--- config.mk ---
export PLATFORM = sky130hd
export DESIGN_NAME = cs_parity_scan_trap
export DESIGN_NICKNAME = d
export VERILOG_FILES = /design/src/rtl/cs_scan_pkg.sv /design/src/rtl/cs_parity_ram.sv /design/src/rtl/cs_scan_ctr.sv /design/src/rtl/cs_err_trap.sv /design/src/rtl/cs_parity_scan_trap.sv
export SDC_FILE = /design/constraint.sdc
export NUM_CORES = 2
export LEC_CHECK = 0
export ABC_CLOCK_PERIOD_IN_PS = 11300
export BUFFER_PORTS_ARGS = -buffer_cell sky130_fd_sc_hd__buf_2
export CORE_ASPECT_RATIO = 0.7
export CORE_MARGIN = 2
export CORE_UTILIZATION = 35
export DETAILED_ROUTE_END_ITERATION = 7
export GPL_TIMING_DRIVEN = 1
export MAX_ROUTING_LAYER = met4
export SYNTH_ARGS = -nofsm -noshare
export SYNTH_HDL_FRONTEND = slang
export SYNTH_SLANG_ARGS = --single-unit
--- constraint.sdc ---
create_clock -name clk -period 11.3 [get_ports clk]
set_clock_uncertainty 0.05 [all_clocks]
set_input_delay 1.13 -clock clk [delete_from_list [all_inputs] [get_ports clk]]
set_output_delay 1.13 -clock clk [all_outputs]
set_load 0.005 [all_outputs]
--- src/rtl/cs_scan_pkg.sv ---
package cs_scan_pkg;

    localparam int REG_W = 16;

    typedef enum logic {
        CLR_ON_READ  = 1'b0,
        CLR_ON_WRITE = 1'b1
    } clr_mode_e;

    // returns 1 when the vector holds an odd number of ones
    function automatic logic odd_ones(input logic [63:0] v);
        return ^v;
    endfunction

endpackage

--- src/rtl/cs_parity_ram.sv ---
module cs_parity_ram
    import cs_scan_pkg::*;
#(
    parameter int DEPTH  = 256,
    parameter int DATA_W = 8,
    localparam int ADDR_W = $clog2(DEPTH)
) (
    input  logic              clk,
    input  logic              wr_en,
    input  logic [ADDR_W-1:0] wr_addr,
    input  logic [DATA_W-1:0] wr_data,
    input  logic              wr_bad,
    input  logic              rd_en,
    input  logic [ADDR_W-1:0] rd_addr,
    output logic [DATA_W-1:0] rd_data,
    output logic              rd_chk
);

    typedef struct packed {
        logic              chk;
        logic [DATA_W-1:0] data;
    } cell_t;

    cell_t mem [DEPTH];
    cell_t rd_q;

    always_ff @(posedge clk) begin
        if (wr_en) begin
            mem[wr_addr].data <= wr_data;
            mem[wr_addr].chk  <= odd_ones(64'(wr_data)) ^ wr_bad;
        end
        if (rd_en) begin
            rd_q <= mem[rd_addr];
        end
    end

    assign rd_data = rd_q.data;
    assign rd_chk  = rd_q.chk;

endmodule

--- src/rtl/cs_scan_ctr.sv ---
module cs_scan_ctr #(
    parameter int DEPTH = 256,
    localparam int ADDR_W = $clog2(DEPTH),
    localparam logic [ADDR_W-1:0] LAST = ADDR_W'(DEPTH - 1)
) (
    input  logic              clk,
    input  logic              rst,
    input  logic              tick,
    output logic [ADDR_W-1:0] addr
);

    always_ff @(posedge clk) begin
        if (rst) begin
            addr <= '0;
        end else if (tick) begin
            addr <= (addr == LAST) ? '0 : addr + 1'b1;
        end
    end

    a_r2_wrap_to_zero: assert property (@(posedge clk) disable iff (rst)
        (tick && addr == LAST) |=> (addr == '0));
    a_r2_hold_idle: assert property (@(posedge clk) disable iff (rst)
        !tick |=> $stable(addr));
    a_r2_in_range: assert property (@(posedge clk) disable iff (rst)
        addr <= LAST);

endmodule

--- src/rtl/cs_err_trap.sv ---
module cs_err_trap
    import cs_scan_pkg::*;
#(
    parameter int ADDR_W = 8
) (
    input  logic              clk,
    input  logic              rst,
    input  logic              chk_valid,
    input  logic              chk_fail,
    input  logic [ADDR_W-1:0] chk_addr,
    input  clr_mode_e         mode,
    input  logic              reg_rd,
    input  logic              reg_wr,
    output logic [REG_W-1:0]  reg_rdata,
    output logic              flag
);

    logic              clr;
    logic              hit;
    logic [ADDR_W-1:0] trap_q;

    initial begin
        assert (ADDR_W <= REG_W - 1) else $error("index wider than trap field");
    end

    always_comb begin
        unique case (mode)
            CLR_ON_READ:  clr = reg_rd;
            CLR_ON_WRITE: clr = reg_wr;
            default:      clr = 1'b0;
        endcase
    end

    assign hit = chk_valid && chk_fail;

    always_ff @(posedge clk) begin
        if (rst) begin
            flag   <= 1'b0;
            trap_q <= '0;
        end else if (clr) begin
            flag <= 1'b0;
        end else if (hit && !flag) begin
            flag   <= 1'b1;
            trap_q <= chk_addr;
        end
    end

    assign reg_rdata = {1'b0, (REG_W-1)'(trap_q)};

    a_r4_capture: assert property (@(posedge clk) disable iff (rst)
        (hit && !flag && !clr) |=> (flag && reg_rdata == (REG_W)'($past(chk_addr))));
    a_r5_first_only: assert property (@(posedge clk) disable iff (rst)
        flag |=> $stable(reg_rdata));
    a_r6_sticky: assert property (@(posedge clk) disable iff (rst)
        (flag && !clr) |=> flag);
    a_r9_clear_wins: assert property (@(posedge clk) disable iff (rst)
        clr |=> !flag);
    a_r10_clear_keeps_index: assert property (@(posedge clk) disable iff (rst)
        clr |=> $stable(reg_rdata));
    a_r4_top_bit_zero: assert property (@(posedge clk) disable iff (rst)
        reg_rdata[REG_W-1] == 1'b0);

endmodule

--- src/rtl/cs_parity_scan_trap.sv ---
module cs_parity_scan_trap
    import cs_scan_pkg::*;
#(
    parameter int DEPTH  = 256,
    parameter int DATA_W = 8,
    localparam int ADDR_W = $clog2(DEPTH)
) (
    input  logic              clk,
    input  logic              rst,
    input  logic              scan_tick,
    input  logic              clr_mode,
    input  logic              mem_wr_en,
    input  logic [ADDR_W-1:0] mem_wr_addr,
    input  logic [DATA_W-1:0] mem_wr_data,
    input  logic              mem_wr_bad,
    input  logic              reg_rd,
    input  logic              reg_wr,
    input  logic [REG_W-1:0]  reg_wdata,
    output logic [REG_W-1:0]  reg_rdata,
    output logic              err_flag
);

    typedef struct packed {
        logic              valid;
        logic [ADDR_W-1:0] addr;
    } probe_t;

    logic [ADDR_W-1:0] scan_addr;
    logic [DATA_W-1:0] rd_data;
    logic              rd_chk;
    logic              mismatch;
    probe_t            probe_q;
    logic              unused_wdata;

    // write data carries no meaning; only the strobe matters
    assign unused_wdata = ^reg_wdata;

    cs_scan_ctr #(.DEPTH(DEPTH)) u_ctr (
        .clk  (clk),
        .rst  (rst),
        .tick (scan_tick),
        .addr (scan_addr)
    );

    cs_parity_ram #(.DEPTH(DEPTH), .DATA_W(DATA_W)) u_ram (
        .clk     (clk),
        .wr_en   (mem_wr_en),
        .wr_addr (mem_wr_addr),
        .wr_data (mem_wr_data),
        .wr_bad  (mem_wr_bad),
        .rd_en   (scan_tick),
        .rd_addr (scan_addr),
        .rd_data (rd_data),
        .rd_chk  (rd_chk)
    );

    always_ff @(posedge clk) begin
        if (rst) begin
            probe_q <= '0;
        end else begin
            probe_q.valid <= scan_tick;
            probe_q.addr  <= scan_addr;
        end
    end

    assign mismatch = odd_ones(64'({rd_chk, rd_data}));

    cs_err_trap #(.ADDR_W(ADDR_W)) u_trap (
        .clk       (clk),
        .rst       (rst),
        .chk_valid (probe_q.valid),
        .chk_fail  (mismatch),
        .chk_addr  (probe_q.addr),
        .mode      (clr_mode_e'(clr_mode)),
        .reg_rd    (reg_rd),
        .reg_wr    (reg_wr),
        .reg_rdata (reg_rdata),
        .flag      (err_flag)
    );

    a_r7_read_clears: assert property (@(posedge clk) disable iff (rst)
        (!clr_mode && reg_rd) |=> !err_flag);
    a_r8_write_clears: assert property (@(posedge clk) disable iff (rst)
        (clr_mode && reg_wr) |=> !err_flag);
    a_r2_probe_follows_tick: assert property (@(posedge clk) disable iff (rst)
        scan_tick |=> (probe_q.valid && probe_q.addr == $past(scan_addr)));

endmodule

# After elaboration in Yosys (flattened, before gate mapping)
# Memories as Yosys holds them, arrays and structs flattened. A register that Yosys moved wholly into a read port is not among the register bits.
# Cells that the tools add are included.
[word_totals]
memories = 1
mem_bits_rw = 2304
input_bits = 40
output_inout_bits = 17
elab_cells = 22
register_bits = 26
[memory_table]
columns = ["name", "depth", "width", "read_ports", "rd_clocked_by_memory_dff", "wr", "line", "text"]
rows = [
  ["u_ram.mem", 256, 9, 1, 1, 1, "cs_parity_ram.sv:24", "cell_t mem [DEPTH];"],
]
[op_classes]
eq_ne = 1
addsub = 1
bitwise_logic = 3
reduce_logical = 7
muxes = 4
[op_table]
columns = ["operator", "n"]
rows = [
  ["$reduce_xor A64 Y1", 2],
  ["$add A8 B1 Y8 const B", 1],
  ["$eq A8 B8 Y1 const B", 1],
  ["$mux W8", 1],
  ["$logic_and A1 B1 Y1", 2],
  ["$mux W1", 2],
  ["$not A1 Y1", 2],
  ["$pmux W1 S2", 1],
  ["$reduce_and A2 Y1", 1],
  ["$reduce_or A2 Y1", 1],
  ["$logic_not A1 Y1", 1],
  ["$xor A1 B1 Y1", 1],
]

# Longest topological paths before layout
[depth]
word_depth = 4
depth_mapped = 12
depth_no_buf = 7

# Modules after synthesis
# From an unflattened synthesis, not the netlist that was laid out.
[unflattened]
cells_unflattened = 4383
area_unflattened_um2 = 91237.5
[by_module_without_submodules]
columns = ["mod", "area_each_um2", "cells_each", "instances"]
rows = [
  ["cs_parity_ram", 90088.9, 4270, 1],
  ["cs_err_trap", 473.0, 48, 1],
  ["cs_scan_ctr", 356.6, 40, 1],
  ["cs_parity_scan_trap", 319.1, 25, 1],
]

# Worst setup path before layout
# Ideal clock, no wire load.
[synth_path]
path_kind = "input-to-reg"
start = "input port mem_wr_data[4]"
end = "memory u_ram.mem[0][8] (netlist name), data pin"
stages = 4
t_required_ns = 9.603
setup_time_ns = 1.647
path_buffers = 0
setup_slack_ns = 0.811
arrival_ns = 8.792
path_cell_list = "xnor2_1 > xnor2_1 > xnor2_1 > xnor2_1"
[synth_between]
elab_chain_cells = 2
[synth_lines]
columns = ["element", "line", "text"]
rows = [
  ["start: declaration", "cs_parity_scan_trap.sv:14", "input logic [DATA_W-1:0] mem_wr_data,"],
  ["$reduce_xor A64 Y1", "cs_scan_pkg.sv:12", "return ^v;"],
  ["$xor A1 B1 Y1", "cs_parity_ram.sv:30", "mem[wr_addr].chk <= odd_ones(64'(wr_data)) ^ wr_bad;"],
  ["end: declaration", "cs_parity_ram.sv:24", ""],
]
# Every way passes these cells.

==> results.md <==
Outcome:
- The final reports fail on max-capacitance violations.
- The run finished, with violations left.

Logic synthesis:
- The most used flip-flop cell after synthesis is edfxtp_1.
- The number of library cell types mapped by synthesis is 72.
- The share of synthesized flip-flops with an asynchronous set or reset is 0%.
- The synthesis-stage register bit count is 2339.
- The count of yosys warnings during synthesis is 0.
- In this run, synthesis inferred 2313 flip-flops with an integrated enable.
- The synthesized instance count is 4335.
- Of the post-synthesis cell area, the dominant cell type holds 76.4%.
- After synthesis the cells add up to 0.0910 mm^2.
- The largest total area in the synthesized netlist belongs to edfxtp_1.
- By area the synthesized netlist is led by edfxtp_1 76%, mux4_2 11%, mux2i_1 2.5%, mux4_1 1.4%, nor2_1 1.3%.
- The share of the Yosys chip area taken by registers is 76.9%.
- The mean cell area of the mapped netlist is 21.0 um^2.

Worst setup path:
- The critical path goes through buf_12, or3b_4, buf_4, o221ai_1, a221oi_1, o21ai_0, a31oi_1, o41ai_1.
- The data required time at the worst endpoint is 11810 ps.
- STA classifies the critical path endpoint as a flip-flop.
- Measured in cells, the most critical reg-to-reg path has a length of 8.
- The startpoint identified for the worst register-to-register timing path is u_ctr.addr[0]$_SDFFE_PP0P_.
- The largest delay contributor family on the critical path is compound AO/OA/AOI/OAI gates.
- The logic depth of the worst path, buffers included is 8.
- The worst setup path is launched from a flip-flop.
- The capture instance of the worst register-to-register path is u_ram.rd_chk$_DFFE_PP_.
- The highest net fanout along the worst path is 91.
- The critical path contains buffers and inverters numbering 2 combined.
- The largest stage delay on the critical path is 770 ps.
- The arrival time of data at the critical path endpoint is 5640 ps.
- The largest individual stage delay along the critical path comes from the cell dfxtp_4.
- The register-to-register path setup slack is 6170 ps.
- The path type of the worst setup path is flip-flop to flip-flop.

Power:
- The static leakage power is 30.0 nW.
- The power per cell area is 176 mW/mm^2.
- The peak supply drop is 0.172 mV.

Clock tree:
- The clock latency of the later-clocked register in the worst-skew pair is 860 ps.
- After clock tree synthesis, the clock-pin slew on the worst setup and hold paths is 70 ps.
- The buffer depth of the longest clock path is 4.
- Gates resized during post-CTS repair numbered 0.
- The number of setup buffers added after CTS is 0.
- The number of buffers added by the clock tree synthesis step is 216.
- The deepest level of the CTS H-tree is 4.
- The CTS tree is done.
- Hold repair after CTS inserted 0 buffers.
- Counting every sink on the clock net gives 2339.
- The root buffer cell is clkbuf_16.

Drt:
- The routed layout has 45276 vias.
- After detailed routing, the average wire length per cell comes to 30.0 um.
- In the routed design, unresolved DRC markers number 0.
- The number of vias per cell after detailed routing is 5.62.
- The detail route stage leaves a number of antenna-violating nets equal to 0.
- The detailed router put a total of 107000 um of wire on met1.
- The number of design-rule violations left by the first detailed-router iteration is 6538.
- Summed over all nets, wire length on met3 after detailed routing comes to 24800 um.
- The total wire length is 242000 um.
- The number of detailed-route iterations in the first pass is 5.
- The highest metal layer carrying signal wires in the routed design is met4.
- The detailed-routed wire length on met2 is 105000 um.

Floorplanning:
- The overall die height is 431 um.
- The cell row count is 156.
- The total die area is 0.264 mm^2.
- The region available for standard cell placement spans 0.258 mm^2.
- Pin placement for this block handled 57 I/O pins.
- The initial core utilization is 35.2%.
- The overall die width is 613 um.

STA:
- The final sum of negative setup slack is 0 ps.
- The minimum clock period is 5130 ps.
- The number of pins with negative max-slew slack in the final report is 0.
- Measured against its own limit, the worst slew margin works out to 0.969%.
- The number of hold violations in the final report came to 0.
- Based on the critical path, the design can be clocked at up to 195 MHz.
- The final period utilization is 45.4%.
- The slew at the pin closest to its max-slew limit is 1450 ps.
- Setup slack on the critical path of the routed design comes to 6170 ps.
- Setup repair after global routing left no endpoint under its margin.
- Setup violations remaining at the end of the flow were counted as 0.

Global route:
- The total global routing overflow is 0.
- The number of antenna violations at the first check in global routing is 18.
- The pin count of the biggest net entering global routing is 183.
- The total global-route track usage is 18.5%.
- The via count of the first global-routing pass is 43386.
- The global-route wire length before repair is 339000 um.

Layout:
- The share of final-layout standard cells stronger than drive strength 1 is 19.7%.
- The synthesis-to-layout area growth is 11.6%.
- The library cells used most frequently in the layout, excluding fill and tap cells, are 2313 x edfxtp_1, 447 x mux4_2, 311 x nor2_1, 225 x mux2i_1, 219 x clkbuf_16.
- After the last flow step, the layout net total stands at 4453.
- The library cell used most frequently in the layout, excluding fill and tap cells, is edfxtp_1.
- The post-route non-filler standard cell count is 8062.
- Once layout is done, the placed cells without fillers occupy 0.101 mm^2.

Place:
- The post-placement cell count is 7670.
- In this run the tool buffered the top-level ports with 32 buffer cells.
- Once placement finished, the instance area stood at 0.0947 mm^2.
- The worst setup timing slack at the placement stage is 6200 ps.
- The detailed placer's ending HPWL is 141000 um.
- The congestion estimate from routability-driven global placement came to 0.815.

Worst hold path:
- The class of the worst hold path is flip-flop to flip-flop.
- The path with the worst hold slack has its endpoint at u_trap.trap_q[0]$_SDFFE_PP0P_.
- The worst hold path begins at probe_q[0]$_SDFF_PP0_.
- Along the worst hold path, the cell count comes to 2.

Job:
- The max-cap check violation count is 1.
-- layer usage --
layer / track usage, % / vias up
met3: 4.63 / 328
met2: 25.8 / 2286
met1: 27.4 / 24402
met4: 3.94 / 0
met5: - / -
li1: - / 18260
-- cell families (layout without fill, tap and decap cells) --
logic type,after synthesis,after routing,share of synthesized area (%)
XOR/XNOR,19,19,0.198
multiplexers,728,728,15.0
AO/OA/AOI/OAI,421,421,3.29
adder cells (fa/ha/maj),1,1,0.0138
other,1,20,0.00412
flip-flops,2339,2339,76.9
AND/OR/NAND/NOR,544,544,2.60
buffers and inverters,282,514,1.94
-- per-stage QoR --
stage / total power [mW] / hold slack [ps] / util (%)
2_1_floorplan: 10.6 / 387 / -
3_3_place_gp: 10.9 / 395 / 36.7
3_5_place_dp: 10.9 / 404 / 36.7
4_1_cts: 17.9 / 420 / 39.3
5_1_grt: 18.3 / 438 / 39.3
6_report: 17.8 / 415 / 39.3
-- synth_stat cells, types with 18 or more instances --
master,n
edfxtp_1,2313
nand2_1,83
o221ai_1,20
clkbuf_1,91
buf_4,44
a21oi_1,51
nand4_1,18
a2111oi_0,22
a22oi_1,86
a211oi_1,47
nor2b_1,31
nand3_1,45
dfxtp_1,26
nor2_1,312
mux4_1,47
mux2i_1,225
buf_2,75
mux4_2,447
o22ai_1,65
buf_6,40
o21ai_0,38
-- area by class of cell --
type	count	area, um^2
timing repair buffer	129	1100
clock buffer	256	5620
sequential	2339	70000
multi-input combinational	1721	19300
inverter	5	18.8
antenna	12	30.0
fill	22857	157000
clock inverter	124	1090
tap	3476	4350
-- worst max path at each step --
stage | startpoint | endpoint | slack, ps
CTS | u_ctr.addr[0]$_SDFFE_PP0P_ | u_ram.rd_chk$_DFFE_PP_ | 6170
floorplan | mem_wr_data[4] | u_ram.mem[0][8]$_DFFE_PP_ | 810
finish | u_ctr.addr[0]$_SDFFE_PP0P_ | u_ram.rd_chk$_DFFE_PP_ | 6170
detailed placement | u_ctr.addr[0]$_SDFFE_PP0P_ | u_ram.rd_chk$_DFFE_PP_ | 6200
global placement | u_ctr.addr[0]$_SDFFE_PP0P_ | u_ram.rd_chk$_DFFE_PP_ | 6210
global route | u_ctr.addr[0]$_SDFFE_PP0P_ | u_ram.rd_chk$_DFFE_PP_ | 6020
-- worst reg2reg max path: cells and delay by family (launching register included) --
kind	cells	cell delay, ps
AOI/OAI and AO/OA	5	1910
buffers and inverters	2	1290
and+or+nand+nor	1	830
DFF	1	770
-- state kept, by name, indices dropped and copies added (netlist names) --
| signal | cells |
|---|---|
| probe_q | 9 |
| u_ram.mem | 2304 |
| u_ram.rd_data | 8 |
| u_ctr.addr | 8 |
| u_ram.rd_chk | 1 |
| u_trap.trap_q | 8 |
| u_trap.flag | 1 |
-- power by group --
| group | internal, mW | switching (mW) | total (mW) | leakage (nW) |
|---|---|---|---|---|
| Clock | 3.97 | 3.16 | 7.13 | 3.30 |
| Combinational | 0.346 | 0.667 | 1.01 | 5.72 |
| Sequential | 9.68 | 0.0188 | 9.70 | 21.0 |
| Total | 14.0 | 3.85 | 17.8 | 30.0 |
Note: power is estimated with default switching activity, not from simulation.
